<file path="config.mk">
export PLATFORM = sky130hd
export DESIGN_NAME = rxq_top
export DESIGN_NICKNAME = d
export VERILOG_FILES = /design/src/rtl/rxq_pkg.sv /design/src/rtl/rxq_store.sv /design/src/rtl/rxq_ctrl.sv /design/src/rtl/rxq_regs.sv /design/src/rtl/rxq_top.sv
export SDC_FILE = /design/constraint.sdc
export NUM_CORES = 1
export LEC_CHECK = 0
export BUFFER_PORTS_ARGS = -buffer_cell sky130_fd_sc_hd__buf_2
export CAP_MARGIN = 40
export CORE_ASPECT_RATIO = 0.8
export CORE_MARGIN = 5
export CORE_UTILIZATION = 45
export CTS_CLUSTER_DIAMETER = 120
export DETAILED_ROUTE_END_ITERATION = 8
export PLACE_DENSITY = 0.6
export SETUP_SLACK_MARGIN = 0.02
export SKIP_LAST_GASP = 1
export SYNTH_ARGS = -nofsm -noshare
export SYNTH_HDL_FRONTEND = slang
export SYNTH_SLANG_ARGS = --single-unit
</file>
<file path="constraint.sdc">
create_clock -name clk -period 4 [get_ports clk]
set_clock_uncertainty 0.15 [all_clocks]
set_input_delay 0 -clock clk [delete_from_list [all_inputs] [get_ports clk]]
set_output_delay 0 -clock clk [all_outputs]
set_load 0.1 [all_outputs]
</file>
<file path="src/rtl/rxq_pkg.sv">
package rxq_pkg;

    localparam int REG_W = 8;

    typedef enum logic [1:0] {
        RA_DATA  = 2'd0,
        RA_LEVEL = 2'd1,
        RA_THRSH = 2'd2,
        RA_STAT  = 2'd3
    } rxq_addr_e;

    localparam int ST_EMPTY_BIT = 6;
    localparam int ST_FULL_BIT  = 5;
    localparam int ST_OVF_BIT   = 0;

    typedef struct packed {
        logic empty;
        logic full;
        logic overflow;
    } rxq_flags_t;

    function automatic logic [REG_W-1:0] status_byte(input rxq_flags_t f);
        logic [REG_W-1:0] s;
        s = '0;
        s[ST_EMPTY_BIT] = f.empty;
        s[ST_FULL_BIT]  = f.full;
        s[ST_OVF_BIT]   = f.overflow;
        return s;
    endfunction

    // zero-based fill level: stored count minus one, wraps to all ones when empty
    function automatic logic [REG_W-1:0] level_code(input logic [REG_W-1:0] cnt);
        return cnt - 1'b1;
    endfunction

endpackage

</file>
<file path="src/rtl/rxq_store.sv">
module rxq_store #(
    parameter int DATA_W = 8,
    parameter int DEPTH  = 16,
    parameter int PTR_W  = 4
) (
    input  logic              clk,
    input  logic              wr_en,
    input  logic [PTR_W-1:0]  wr_ptr,
    input  logic [DATA_W-1:0] wr_data,
    input  logic [PTR_W-1:0]  rd_ptr,
    output logic [DATA_W-1:0] rd_data
);

    logic [DATA_W-1:0] mem [DEPTH];
    logic [DEPTH-1:0]  slot_we;

    for (genvar i = 0; i < DEPTH; i++) begin : g_dec
        assign slot_we[i] = wr_en && (wr_ptr == PTR_W'(i));
    end

    always_ff @(posedge clk) begin
        for (int i = 0; i < DEPTH; i++) begin
            if (slot_we[i]) mem[i] <= wr_data;
        end
    end

    assign rd_data = mem[rd_ptr];

endmodule

</file>
<file path="src/rtl/rxq_ctrl.sv">
module rxq_ctrl #(
    parameter int DEPTH = 16,
    parameter int PTR_W = 4,
    parameter int CNT_W = 5
) (
    input  logic             clk,
    input  logic             rst,
    input  logic             flush,
    input  logic             push,
    input  logic             pop_req,
    output logic             do_push,
    output logic             do_pop,
    output logic [PTR_W-1:0] wr_ptr,
    output logic [PTR_W-1:0] rd_ptr,
    output logic [CNT_W-1:0] count,
    output logic             overflow
);

    localparam logic [CNT_W-1:0] CNT_MAX = CNT_W'(DEPTH);
    localparam logic [PTR_W-1:0] PTR_LAST = PTR_W'(DEPTH - 1);

    logic is_full;
    logic is_empty;

    assign is_full  = (count == CNT_MAX);
    assign is_empty = (count == '0);
    assign do_pop   = pop_req && !is_empty && !flush;
    assign do_push  = push && !flush && (!is_full || do_pop);

    function automatic logic [PTR_W-1:0] bump(input logic [PTR_W-1:0] p);
        return (p == PTR_LAST) ? '0 : p + 1'b1;
    endfunction

    always_ff @(posedge clk) begin
        if (rst || flush) begin
            wr_ptr   <= '0;
            rd_ptr   <= '0;
            count    <= '0;
            overflow <= 1'b0;
        end else begin
            if (do_push) wr_ptr <= bump(wr_ptr);
            if (do_pop)  rd_ptr <= bump(rd_ptr);
            case ({do_push, do_pop})
                2'b10:   count <= count + 1'b1;
                2'b01:   count <= count - 1'b1;
                default: count <= count;
            endcase
            if (push && !do_push) overflow <= 1'b1;
        end
    end

endmodule

</file>
<file path="src/rtl/rxq_regs.sv">
module rxq_regs
    import rxq_pkg::*;
#(
    parameter int DATA_W = 8,
    parameter int PTR_W  = 4,
    parameter int CNT_W  = 5
) (
    input  logic              clk,
    input  logic              rst,
    input  logic              flush,
    input  logic              reg_rd,
    input  logic              reg_wr,
    input  logic [1:0]        reg_addr,
    input  logic [REG_W-1:0]  reg_wdata,
    input  logic [DATA_W-1:0] head_data,
    input  logic              do_pop,
    input  logic [CNT_W-1:0]  count,
    input  rxq_flags_t        flags,
    output logic              pop_req,
    output logic              thr_evt,
    output logic [REG_W-1:0]  reg_rdata
);

    rxq_addr_e         addr;
    logic [PTR_W-1:0]  thresh;
    logic [DATA_W-1:0] last_val;
    logic              unused_wdata_hi;

    assign addr            = rxq_addr_e'(reg_addr);
    assign pop_req         = reg_rd && (addr == RA_DATA);
    assign unused_wdata_hi = ^reg_wdata[REG_W-1:PTR_W];

    always_ff @(posedge clk) begin
        if (rst || flush) begin
            thresh <= '0;
        end else if (reg_wr && addr == RA_THRSH) begin
            thresh <= reg_wdata[PTR_W-1:0];
        end
    end

    always_ff @(posedge clk) begin
        if (rst) begin
            last_val <= '0;
        end else if (do_pop) begin
            last_val <= head_data;
        end
    end

    assign thr_evt = (count != '0) && (count >= ({1'b0, thresh} + 1'b1));

    always_comb begin
        reg_rdata = '0;
        unique case (addr)
            RA_DATA:  reg_rdata = REG_W'(flags.empty ? last_val : head_data);
            RA_LEVEL: reg_rdata = level_code(REG_W'(count));
            RA_THRSH: reg_rdata = REG_W'(thresh);
            RA_STAT:  reg_rdata = status_byte(flags);
            default:  reg_rdata = '0;
        endcase
    end

endmodule

</file>
<file path="src/rtl/rxq_top.sv">
module rxq_top
    import rxq_pkg::*;
#(
    parameter int DATA_W = 8,
    parameter int DEPTH  = 16
) (
    input  logic              clk,
    input  logic              rst,
    input  logic              soft_flush,
    input  logic              push_valid,
    input  logic [DATA_W-1:0] push_data,
    input  logic              reg_rd,
    input  logic              reg_wr,
    input  logic [1:0]        reg_addr,
    input  logic [7:0]        reg_wdata,
    output logic [7:0]        reg_rdata,
    output logic              rx_full_evt,
    output logic              rx_empty,
    output logic              rx_full,
    output logic              rx_overflow
);

    localparam int PTR_W = $clog2(DEPTH);
    localparam int CNT_W = PTR_W + 1;

    logic              do_push;
    logic              do_pop;
    logic              pop_req;
    logic [PTR_W-1:0]  wr_ptr;
    logic [PTR_W-1:0]  rd_ptr;
    logic [CNT_W-1:0]  count;
    logic [DATA_W-1:0] head_data;
    rxq_flags_t        flags;

    rxq_store #(.DATA_W(DATA_W), .DEPTH(DEPTH), .PTR_W(PTR_W)) u_store (
        .clk     (clk),
        .wr_en   (do_push),
        .wr_ptr  (wr_ptr),
        .wr_data (push_data),
        .rd_ptr  (rd_ptr),
        .rd_data (head_data)
    );

    rxq_ctrl #(.DEPTH(DEPTH), .PTR_W(PTR_W), .CNT_W(CNT_W)) u_ctrl (
        .clk      (clk),
        .rst      (rst),
        .flush    (soft_flush),
        .push     (push_valid),
        .pop_req  (pop_req),
        .do_push  (do_push),
        .do_pop   (do_pop),
        .wr_ptr   (wr_ptr),
        .rd_ptr   (rd_ptr),
        .count    (count),
        .overflow (rx_overflow)
    );

    assign flags.empty    = (count == '0);
    assign flags.full     = (count == CNT_W'(DEPTH));
    assign flags.overflow = rx_overflow;

    rxq_regs #(.DATA_W(DATA_W), .PTR_W(PTR_W), .CNT_W(CNT_W)) u_regs (
        .clk       (clk),
        .rst       (rst),
        .flush     (soft_flush),
        .reg_rd    (reg_rd),
        .reg_wr    (reg_wr),
        .reg_addr  (reg_addr),
        .reg_wdata (reg_wdata),
        .head_data (head_data),
        .do_pop    (do_pop),
        .count     (count),
        .flags     (flags),
        .pop_req   (pop_req),
        .thr_evt   (rx_full_evt),
        .reg_rdata (reg_rdata)
    );

    assign rx_empty = flags.empty;
    assign rx_full  = flags.full;

endmodule

</file>
==> summary.txt <==
Status
  • Status: complete, no violations

Timing
  • Hold WS: 103 ps
  • Endpoints failing hold: 0
  • TNS Setup: 0 ps
  • Max-Slew Margin vs Limit: 0.417
  • Final worst slack: 583 ps
  • Max Fclk: 0.293 GHz
  • Unrepaired setup endpoints after global routing: false
  • Final Critical Period: 3420 ps
  • Finish-stage setup viols: 0
  • Final Max Tran Viols: 0
  • Slew @ Worst Pin: 872 ps
  • Final critical-path share of the clock period: 0.854

Drt
  • Pre-antenna DRT Iters: 5
  • Routed Antenna Nets: 0
  • WL/cell: 19.6 um
  • Via Count: 3,909
  • Routed WL: 13.9 mm
  • DR iter-0 viols: 293
  • # DRC: 0
  • Avg Vias per Cell: 5.51

Setup path
  • Req. time, crit path: 4190 ps
  • Slowest CP cell: dfxtp_1
  • Worst path cell trace: inv_1, ha_1, and4bb_1, a21oi_4, inv_1, ha_1, xor2_1, ha_1, a21oi_1, a32o_1, a21oi_1, or3_1, a21oi_1
  • CP delay by family, top: compound AO/OA/AOI/OAI gates
  • Worst Path Max Fanout: 10
  • Reg2reg setup slack: 580 ps
  • Crit path buf inv count: 2
  • Element type at the critical path start: flop
  • CP arrival: 3610 ps
  • CP Class: flop to flop
  • CP endpoint kind: flop
  • Crit-path max cell delay: 470 ps

Placement
  • Post-DP HPWL: 9.29 mm
  • Final GP Congestion: 0.825
  • I/O Buffers: 31
  • Placement Setup Slack: 616 ps

Die
  • Die W: 147 um
  • # rows: 40
  • Initial Util: 0.453
  • Die height: 119 um
  • Total I/O pin count: 36
  • Core region area: 14,900 sq um
  • Die Area: 17,500 sq um

Worst hold path
  • Hold crit path type: input pin to flop

Clocking
  • Total CTS buffers: 17
  • CTS tree: built
  • Clk_lat worst skew: 410 ps
  • CTS sink cnt: 158
  • Postcts setup bufs: 0
  • H-tree lvl count: 4
  • Reg clk slew, reported paths: 60 ps
  • Clock Path Buffers: 2
  • Clk root buf: clkbuf_16

Power
  • Leak: 2.62 nW
  • Peak supply drop: 0.294 mV
  • Pwr Density: 434 nW/um^2
  • Total power: 3.40 mW

Synth
  • Post-Syn Instances: 447
  • Count leader, synth: edfxtp_1
  • Post-synth EDFFs: 128
  • Synthesized area: 6730 sq um
  • Ys flop type: edfxtp_1
  • Synth cell types: 50
  • Async SR Flop Fraction: 0
  • Flops & latches, synth: 158
  • Post-synth top cells: 128 x edfxtp_1, 42 x nand2_1, 32 x a21oi_1, 30 x dfxtp_1, 29 x nor2_1
  • Synthesized area per cell: 15.1 sq um
  • Yosys top cell by area: edfxtp_1
  • Top-area cell type share of the netlist area: 0.571
  • Synth Net Count: 487
  • Largest cells by area after synthesis: edfxtp_1 57%, dfxtp_1 8.9%, mux4_2 8.4%
  • Ys Warns: 0
  • Sequential area share after synthesis: 0.660

Run
  • Max_cap viols: 0

GRT
  • Initial antenna violation count: 0
  • GRT Total Usage: 0.164
  • Global-route wire length before repair: 21.7 mm
  • Largest net degree at the start of global routing: 33
  • Number of global-route vias before repair: 3,923
  • Grt ovf: 0

Final layout
  • Area growth from synthesis to layout: 16.5%
  • Share of cells above drive strength 1: 0.204
  • Net count of the finished layout: 547
  • Diode count: 0
  • Final core utilization: 0.528
[registers in the layout (all words and copies together) (netlist names), named ones only]
register and count:
u_regs.last_val 8, u_ctrl.wr_ptr 4, u_store.mem 128, u_regs.thresh 4, u_ctrl.overflow 1, u_ctrl.rd_ptr 4
u_ctrl.count 5
[cell families (layout without fill, tap and decap cells)]
family,count (synthesis),in the layout,share of synthesized area
AND/OR/NAND/NOR,109,109,0.0747
buffers and inverters,38,111,0.0273
multiplexers,37,37,0.118
AO/OA/AOI/OAI,78,78,0.0749
flip-flops,158,158,0.660
adder cells (fa/ha/maj),16,16,0.0298
XOR/XNOR,11,11,0.0143
[tightest hold or removal path, stage by stage]
cell	delay, ps
buf_2	90
or3b_1	220
a21oi_4	120
a21oi_1	140
nor2_1	50
[metrics by stage]
stage                     cell area [sq um]  cells
after floorplan                        6730    447
after global placement                 7070    654
after detailed placement               7070    654
after CTS                              7840    709
after global routing                   7840    709
final                                  7840    709
[cell type report]
class	count	area (sq um)
fill	1251	7020
sequential	158	4450
multi-input combinational	251	2100
timing repair buffer	65	468
clock buffer	18	429
tap	189	236
clock inverter	14	109
inverter	14	52.6
[path summary, 6_finish.rpt]
| kind | cells after the start | to | startpoint |
|---|---|---|---|
| setup reg to reg | 13 | u_ctrl.count[4] | u_ctrl.count[1] |
| hold / removal | 5 | u_ctrl.wr_ptr[0] | reg_rd |
| hold reg to reg | 2 | u_regs.last_val[3] | u_regs.last_val[3] |
| setup / recovery | 13 | u_ctrl.count[4] | u_ctrl.count[1] |
[routing by layer]
| layer | GRT usage | vias up | wire length (um) |
|---|---|---|---|
| met4 | 0.0470 | 0 | 164 |
| li1 | - | 1845 | - |
| met3 | 0.0365 | 13 | 475 |
| met2 | 0.262 | 64 | 6740 |
| met5 | 0 | - | 0 |
| met1 | 0.229 | 1987 | 6540 |
[cell usage in the layout, fill, tap and decap left out, types with 2 or more instances in the layout]
master / n
a211oi_1: 2
a21oi_1: 32
a221oi_1: 3
a22oi_1: 16
and3_1: 2
buf_2: 31
buf_4: 11
clkbuf_16: 17
clkinv_1: 2
clkinv_4: 4
clkinvlp_4: 3
dfxtp_1: 29
dlygate4sd3_1: 23
edfxtp_1: 128
ha_1: 16
inv_1: 13
inv_6: 5
mux2i_1: 5
mux4_1: 7
mux4_2: 25
nand2_1: 42
nand2b_1: 5
nand3_1: 7
nor2_1: 29
nor2b_1: 4
nor3_1: 6
o21ai_0: 11
o22ai_1: 2
o31ai_1: 2
or2_2: 2
or3_1: 5
xnor2_1: 2
xor2_1: 9
[power breakdown]
| group | leakage, nW | internal [mW] | switching (mW) | total (mW) |
|---|---|---|---|---|
| sequential | 1.40 | 1.78 | 0.00381 | 1.78 |
| clock | 0.253 | 0.801 | 0.648 | 1.45 |
| combinational | 0.966 | 0.0463 | 0.120 | 0.167 |
| total | 2.62 | 2.63 | 0.772 | 3.40 |
[timing repair]
action	in CTS	in global routing
resized for setup	0	0
hold buffers	23	0
hold endpoints to repair	146	0
(Power assumes the default switching activity.)
